File: src/rtl/ofr_pkg.sv
package ofr_pkg;
  localparam int unsigned OFR_SLOTS_DEF  = 8;
  localparam int unsigned OFR_FRAGS_DEF  = 16;
  localparam int unsigned OFR_DATA_W_DEF = 32;
endpackage

File: src/rtl/ofr_frag_ram.sv
module ofr_frag_ram #(
  parameter int unsigned ADDR_W = 7,
  parameter int unsigned DATA_W = 32
) (
  input  logic              clk,
  input  logic              wr_en,
  input  logic [ADDR_W-1:0] wr_addr,
  input  logic [DATA_W-1:0] wr_data,
  input  logic              rd_en,
  input  logic [ADDR_W-1:0] rd_addr,
  output logic [DATA_W-1:0] rd_data
);
  localparam int unsigned DEPTH = 1 << ADDR_W;

  logic [DATA_W-1:0] mem [DEPTH];

  always_ff @(posedge clk) begin
    if (wr_en) mem[wr_addr] <= wr_data;
  end

  always_ff @(posedge clk) begin
    if (rd_en) rd_data <= mem[rd_addr];
  end
endmodule

File: src/rtl/ofr_slot_table.sv
module ofr_slot_table #(
  parameter int unsigned SLOTS = 8,
  parameter int unsigned FRAGS = 16
) (
  input  logic                              clk,
  input  logic                              rst,
  input  logic                              alloc_req,
  output logic                              alloc_ok,
  output logic [$clog2(SLOTS)-1:0]          alloc_seq,
  input  logic                              cpl_valid,
  input  logic [$clog2(SLOTS)-1:0]          cpl_seq,
  input  logic                              cpl_frag,
  input  logic                              cpl_close,
  output logic                              wr_en,
  output logic [$clog2(SLOTS)+$clog2(FRAGS)-1:0] wr_addr,
  input  logic                              pop,
  output logic                              avail,
  output logic [$clog2(SLOTS)-1:0]          head_seq,
  output logic [$clog2(SLOTS)+$clog2(FRAGS)-1:0] rd_addr,
  output logic                              frag_err
);
  localparam int unsigned SEQ_W  = $clog2(SLOTS);
  localparam int unsigned FIDX_W = $clog2(FRAGS);
  localparam int unsigned CNT_W  = $clog2(FRAGS + 1);
  localparam int unsigned OCC_W  = $clog2(SLOTS + 1);

  logic [SLOTS-1:0] busy;
  logic [SLOTS-1:0] closed;
  logic [CNT_W-1:0] wcnt [SLOTS];

  logic [SEQ_W-1:0] head, tail;
  logic [OCC_W-1:0] occ;
  logic [CNT_W-1:0] rcnt;
  logic             err_q;

  logic grant, hit, room, ovf, retire;

  assign alloc_ok  = (occ != OCC_W'(SLOTS));
  assign grant     = alloc_req & alloc_ok;
  assign alloc_seq = tail;

  assign hit     = cpl_valid & busy[cpl_seq] & ~closed[cpl_seq];
  assign room    = (wcnt[cpl_seq] != CNT_W'(FRAGS));
  assign wr_en   = hit & cpl_frag & room;
  assign ovf     = hit & cpl_frag & ~room;
  assign wr_addr = {cpl_seq, wcnt[cpl_seq][FIDX_W-1:0]};

  assign avail    = busy[head] & (rcnt != wcnt[head]);
  assign retire   = busy[head] & closed[head] & (rcnt == wcnt[head]);
  assign rd_addr  = {head, rcnt[FIDX_W-1:0]};
  assign head_seq = head;
  assign frag_err = err_q;

  for (genvar g = 0; g < SLOTS; g++) begin : g_slot
    logic             b_q, c_q;
    logic [CNT_W-1:0] n_q;

    always_ff @(posedge clk) begin
      if (rst) begin
        b_q <= 1'b0;
        c_q <= 1'b0;
        n_q <= '0;
      end else if (retire && head == SEQ_W'(g)) begin
        b_q <= 1'b0;
        c_q <= 1'b0;
        n_q <= '0;
      end else begin
        if (grant && tail == SEQ_W'(g)) b_q <= 1'b1;
        if (hit && cpl_seq == SEQ_W'(g)) begin
          if (wr_en)     n_q <= n_q + 1'b1;
          if (cpl_close) c_q <= 1'b1;
        end
      end
    end

    assign busy[g]   = b_q;
    assign closed[g] = c_q;
    assign wcnt[g]   = n_q;
  end

  always_ff @(posedge clk) begin
    if (rst) begin
      head  <= '0;
      tail  <= '0;
      occ   <= '0;
      rcnt  <= '0;
      err_q <= 1'b0;
    end else begin
      if (retire) head <= head + 1'b1;
      if (grant)  tail <= tail + 1'b1;
      occ <= occ + OCC_W'(grant) - OCC_W'(retire);
      if (retire)   rcnt <= '0;
      else if (pop) rcnt <= rcnt + 1'b1;
      if (ovf) err_q <= 1'b1;
    end
  end

  a_r2_occ_bound: assert property (@(posedge clk) disable iff (rst)
    occ <= OCC_W'(SLOTS));

  a_r1_seq_step: assert property (@(posedge clk) disable iff (rst)
    alloc_req && alloc_ok |=> alloc_seq == SEQ_W'($past(alloc_seq) + 1'b1));

  a_r8_head_waits: assert property (@(posedge clk) disable iff (rst)
    busy[head] && !closed[head] |=> head_seq == $past(head_seq));

  a_r5_read_behind_write: assert property (@(posedge clk) disable iff (rst)
    busy[head] |-> (rcnt <= wcnt[head]) && (wcnt[head] <= CNT_W'(FRAGS)));

  a_r6_err_sticky: assert property (@(posedge clk) disable iff (rst)
    frag_err |=> frag_err);
endmodule

File: src/rtl/ofr_out_stage.sv
module ofr_out_stage #(
  parameter int unsigned SEQ_W = 3
) (
  input  logic             clk,
  input  logic             rst,
  input  logic             avail,
  input  logic [SEQ_W-1:0] head_seq,
  input  logic             out_ready,
  output logic             pop,
  output logic             out_valid,
  output logic [SEQ_W-1:0] out_seq
);
  assign pop = avail & (~out_valid | out_ready);

  always_ff @(posedge clk) begin
    if (rst) begin
      out_valid <= 1'b0;
      out_seq   <= '0;
    end else if (pop) begin
      out_valid <= 1'b1;
      out_seq   <= head_seq;
    end else if (out_ready) begin
      out_valid <= 1'b0;
    end
  end

  a_r9_hold_seq: assert property (@(posedge clk) disable iff (rst)
    out_valid && !out_ready |=> out_valid && $stable(out_seq));
endmodule

File: src/rtl/ofr_reorder_unit.sv
module ofr_reorder_unit
  import ofr_pkg::*;
#(
  parameter int unsigned SLOTS  = OFR_SLOTS_DEF,
  parameter int unsigned FRAGS  = OFR_FRAGS_DEF,
  parameter int unsigned DATA_W = OFR_DATA_W_DEF
) (
  input  logic                     clk,
  input  logic                     rst,
  input  logic                     alloc_req,
  output logic                     alloc_ok,
  output logic [$clog2(SLOTS)-1:0] alloc_seq,
  input  logic                     cpl_valid,
  input  logic [$clog2(SLOTS)-1:0] cpl_seq,
  input  logic                     cpl_frag,
  input  logic                     cpl_close,
  input  logic [DATA_W-1:0]        cpl_data,
  output logic                     out_valid,
  input  logic                     out_ready,
  output logic [$clog2(SLOTS)-1:0] out_seq,
  output logic [DATA_W-1:0]        out_data,
  output logic                     frag_err
);
  localparam int unsigned SEQ_W  = $clog2(SLOTS);
  localparam int unsigned ADDR_W = SEQ_W + $clog2(FRAGS);

  logic              wr_en, avail, pop;
  logic [ADDR_W-1:0] wr_addr, rd_addr;
  logic [SEQ_W-1:0]  head_seq;

  ofr_slot_table #(.SLOTS(SLOTS), .FRAGS(FRAGS)) u_table (
    .clk       (clk),
    .rst       (rst),
    .alloc_req (alloc_req),
    .alloc_ok  (alloc_ok),
    .alloc_seq (alloc_seq),
    .cpl_valid (cpl_valid),
    .cpl_seq   (cpl_seq),
    .cpl_frag  (cpl_frag),
    .cpl_close (cpl_close),
    .wr_en     (wr_en),
    .wr_addr   (wr_addr),
    .pop       (pop),
    .avail     (avail),
    .head_seq  (head_seq),
    .rd_addr   (rd_addr),
    .frag_err  (frag_err)
  );

  ofr_frag_ram #(.ADDR_W(ADDR_W), .DATA_W(DATA_W)) u_ram (
    .clk     (clk),
    .wr_en   (wr_en),
    .wr_addr (wr_addr),
    .wr_data (cpl_data),
    .rd_en   (pop),
    .rd_addr (rd_addr),
    .rd_data (out_data)
  );

  ofr_out_stage #(.SEQ_W(SEQ_W)) u_out (
    .clk       (clk),
    .rst       (rst),
    .avail     (avail),
    .head_seq  (head_seq),
    .out_ready (out_ready),
    .pop       (pop),
    .out_valid (out_valid),
    .out_seq   (out_seq)
  );

  a_r9_hold_data: assert property (@(posedge clk) disable iff (rst)
    out_valid && !out_ready |=> $stable(out_data));
endmodule

File: config.mk
export PLATFORM = sky130hd
export DESIGN_NAME = ofr_reorder_unit
export DESIGN_NICKNAME = d
export VERILOG_FILES = /design/src/rtl/ofr_pkg.sv /design/src/rtl/ofr_frag_ram.sv /design/src/rtl/ofr_slot_table.sv /design/src/rtl/ofr_out_stage.sv /design/src/rtl/ofr_reorder_unit.sv
export SDC_FILE = /design/constraint.sdc
export NUM_CORES = 2
export LEC_CHECK = 0
export BUFFER_PORTS_ARGS = -buffer_cell sky130_fd_sc_hd__buf_2
export CORE_MARGIN = 2
export CORE_UTILIZATION = 30
export CTS_CLUSTER_DIAMETER = 80
export CTS_CLUSTER_SIZE = 40
export DETAILED_ROUTE_END_ITERATION = 8
export GPL_ROUTABILITY_DRIVEN = 0
export PLACE_DENSITY = 0.44
export SLEW_MARGIN = 20
export SYNTH_ARGS = -nofsm -noshare
export SYNTH_HDL_FRONTEND = slang
export SYNTH_SLANG_ARGS = --single-unit
File: constraint.sdc
create_clock -name clk -period 9.35 [get_ports clk]
set_clock_uncertainty 0.05 [all_clocks]
set_input_delay 0.4675 -clock clk [delete_from_list [all_inputs] [get_ports clk]]
set_output_delay 0.4675 -clock clk [all_outputs]
set_load 0.03 [all_outputs]
==> reports/metrics.csv <==
stage;metric;value;unit
clock_network;clock_path_buffers;4;
timing;slew_viol_final;0;
detailed_routing;dr.first_iter.drc_count;8568;
synthesis;synth-edff-count;4128;
synthesis;syn_area_per_cell;23.6;um^2
finish;drive_gt1_share;29.1;%
clock_network;clockRootBuffer;clkbuf_16;
clock_network;post_cts_buffers;0;
synthesis;syn_inst;6848;
detailed_routing;first_pass_iters;5;
timing;slew_headroom;24.2;%
place;portBuffers;82;
synthesis;synthesis.area;0.162;mm^2
setup_path;crit_fanout;53;
place;dpl.hpwl;272000;um
finish;stdcell_area;0.180;mm^2
synthesis;ys_types;65;
timing;rsz0062_at_grt;no;
pwr;ir_worst_vdd;145;uV
clock_network;cts_tree;done;
finish;nets;7095;
die;die_w;739;um
clock_network;clkTransAtPathRegs;0.14;ns
die;start_util;30.1;%
timing;tightest_slew;1.11;ns
grt;grt_start_max_net_pins;125;
clock_network;clkLatencyLatePin;0.98;ns
timing;fin_crit_sh;60.0;%
detailed_routing;detail_route.wl_per_cell;34.1;um
detailed_routing;antenna_left;0;
setup_path;cp.arrival;6.23;ns
timing;finalCriticalPeriod;5.61;ns
detailed_routing;drc;0;
die;die_h;739;um
timing;finalSetupViolations;0;
detailed_routing;wl;491000;um
clock_network;cts_hold_buf;24;
setup_path;worstPathRequired;9.97;ns
timing;max_freq;0.178;GHz
grt;grt_remaining_overflow;0;
worst_hold_path;hp-class;primary input to register;
clock_network;h-tree-depth;4;
die;rows;269;
die;core_area;0.537;mm^2
detailed_routing;vias;74500;
detailed_routing;viasPerCell;5.18;
run_status;status;completed;
run;cap_violations;0;
finish;nFillCells;50100;
pwr;p_leak;52.4;nW
grt;grt_pass1_wl;666000;um
die;die-area;0.546;mm^2
clock_network;clkSinkCount;4204;
place;placed_cell_area;0.173;mm^2
synthesis;synthArstFlopShare;0;%
synthesis;synth-main-ff-cell;edfxtp_1;
timing;hold_viol_final;0;
synthesis;synthesis.nets;6917;
grt;grt_usage;17.5;%
clock_network;cts.repair.resized;0;
setup_path;critPathCaptureType;register;
grt;first_global_vias;76000;
grt;antenna_found_initial;37;
finish;syn2layout_area_growth;11.2;%
die;pin_count;83;
setup_path;startpoint_type;register;
timing;fin_tns_setup;0;ns
synthesis;ys_ff_latch;4204;
synthesis;yosys_warnings;0;
clock_network;tritoncts.num_buffers;174;
synthesis;ys_seq_area_share;77.5;%
setup_path;critPathKind;register to register;
pwr;p_per_area;181;mW/mm^2
## synthesized netlist by cell type, types with 3 or more instances
cell type	count	share of area, %
nand2_1	139	0.32
buf_6	10	0.070
o22ai_1	8	0.031
nand2b_1	8	0.031
edfxtp_1	4128	77
nor2b_1	23	0.089
o21a_1	11	0.051
buf_4	47	0.22
nand3_1	37	0.11
mux2i_1	191	1.2
nor3_1	22	0.068
o21ai_0	36	0.11
nand4_1	8	0.031
o221ai_1	9	0.049
a22o_1	5	0.027
inv_1	20	0.046
xnor2_1	18	0.097
clkbuf_1	125	0.29
nor2_1	176	0.41
buf_2	138	0.43
buf_1	61	0.14
dfxtp_1	76	0.94
a22oi_1	22	0.10
a211oi_1	49	0.23
and2_1	12	0.046
o22a_1	10	0.054
or3_1	10	0.039
ha_1	26	0.20
a32oi_1	6	0.032
a221o_1	5	0.031
and3_1	8	0.031
mux2_2	12	0.083
o211ai_1	4	0.019
a21oi_1	59	0.18
a31oi_1	14	0.054
mux4_2	1231	17
a221oi_1	32	0.17
inv_2	3	0.0070
xor2_1	13	0.070
or2_2	4	0.015
## cell families (layout without fill, tap and decap cells)
group           Yosys count  in the layout  share of synthesized area [%]
compound gates          289            289                           1.26
xor+xnor                 31             31                          0.168
fa+ha+maj                27             27                          0.213
buf+inv                 405            721                           1.20
flops                  4204           4204                           77.5
mux                    1434           1434                           18.4
other cells               0             29                              0
simple gates            458            458                           1.25
## worst max-delay path: stages, from the launching register on
cell and delay [ns]:
dfxtp_4 1.02, buf_4 0.76, buf_4 0.77, mux4_2 0.44, mux4_2 0.54, mux2i_1 0.64, o22a_1 0.59, o221ai_1 0.23
## worst paths after layout
kind / start / endpoint / slack, ns / depth (start not counted)
setup / recovery: u_table.rcnt[1] / u_ram.rd_data[27] / 3.74 / 7
hold / removal: cpl_data[28] / u_ram.mem[36][28] / 0.009 / 1
setup reg to reg: u_table.rcnt[1] / u_ram.rd_data[27] / 3.74 / 7
hold reg to reg: u_table.frag_err / u_table.frag_err / 0.45 / 2
## cells in the final DEF, fill, tap and decap left out, drive strengths merged, types with 11 or more instances in the layout
cell	instances
edfxtp	4128
mux4	1231
buf	357
mux2i	191
clkbuf	180
nor2	177
nand2	139
inv	95
dfxtp	76
a21oi	59
clkinv	56
a211oi	49
nand3	38
o21ai	38
a221oi	32
diode	29
ha	26
dlygate4sd3	26
nor2b	23
a22oi	22
nor3	22
xnor2	18
a31oi	14
and2	14
xor2	13
mux2	12
o21a	11
## area by class of cell
type | count | area [um^2] | share of cell area, %
Sequential cell | 4204 | 126000 | 69.7
Multi-Input combinational cell | 2239 | 35500 | 19.7
Tap cell | 7181 | 8980 | 4.99
Clock buffer | 180 | 4420 | 2.45
Timing Repair Buffer | 383 | 3170 | 1.76
Clock inverter | 134 | 2290 | 1.27
Inverter | 24 | 104 | 0.0577
Antenna cell | 29 | 72.6 | 0.0403
## state kept, by name, summed over array words and instances (netlist names)
signal / cells
u_table.head_seq: 3
u_out.out_seq: 3
u_out.out_valid: 1
u_table.g_slot.b_q: 8
u_table.g_slot.c_q: 8
u_table.frag_err: 1
u_table.alloc_seq: 3
u_table.occ: 4
u_ram.rd_data: 32
u_table.rcnt: 5
u_table.g_slot.n_q: 40
u_ram.mem: 4096
## where the power goes
group          internal (mW)  switching (mW)  total (mW)
registers               20.7          0.0193        20.7
clock network           4.09            6.80        10.9
logic                  0.272           0.662       0.934
total                   25.0            7.48        32.5
## through the flow
step	std cells	util [%]	hold WS (ns)	power, mW	worst slack, ns
5_1_grt	14400	33.5	0.00317	33.5	3.57
3_5_place_dp	14000	32.2	0.435	22.1	3.58
4_1_cts	14300	33.5	0.00189	32.9	3.61
2_1_floorplan	6848	-	0.396	21.5	5.37
6_report	14400	33.5	0.00910	32.5	3.74
3_3_place_gp	14000	32.2	0.429	22.0	3.16
## layer usage
metal,vias to the layer above,part of all wire (%),GRT usage (%)
met2,2110,48,28.9
met1,42400,45,25.3
met3,389,4.6,1.70
met5,-,0.0043,0
li1,29600,-,-
met4,4,2.3,3.77
No activity file was read; power rests on OpenSTA's default activity.
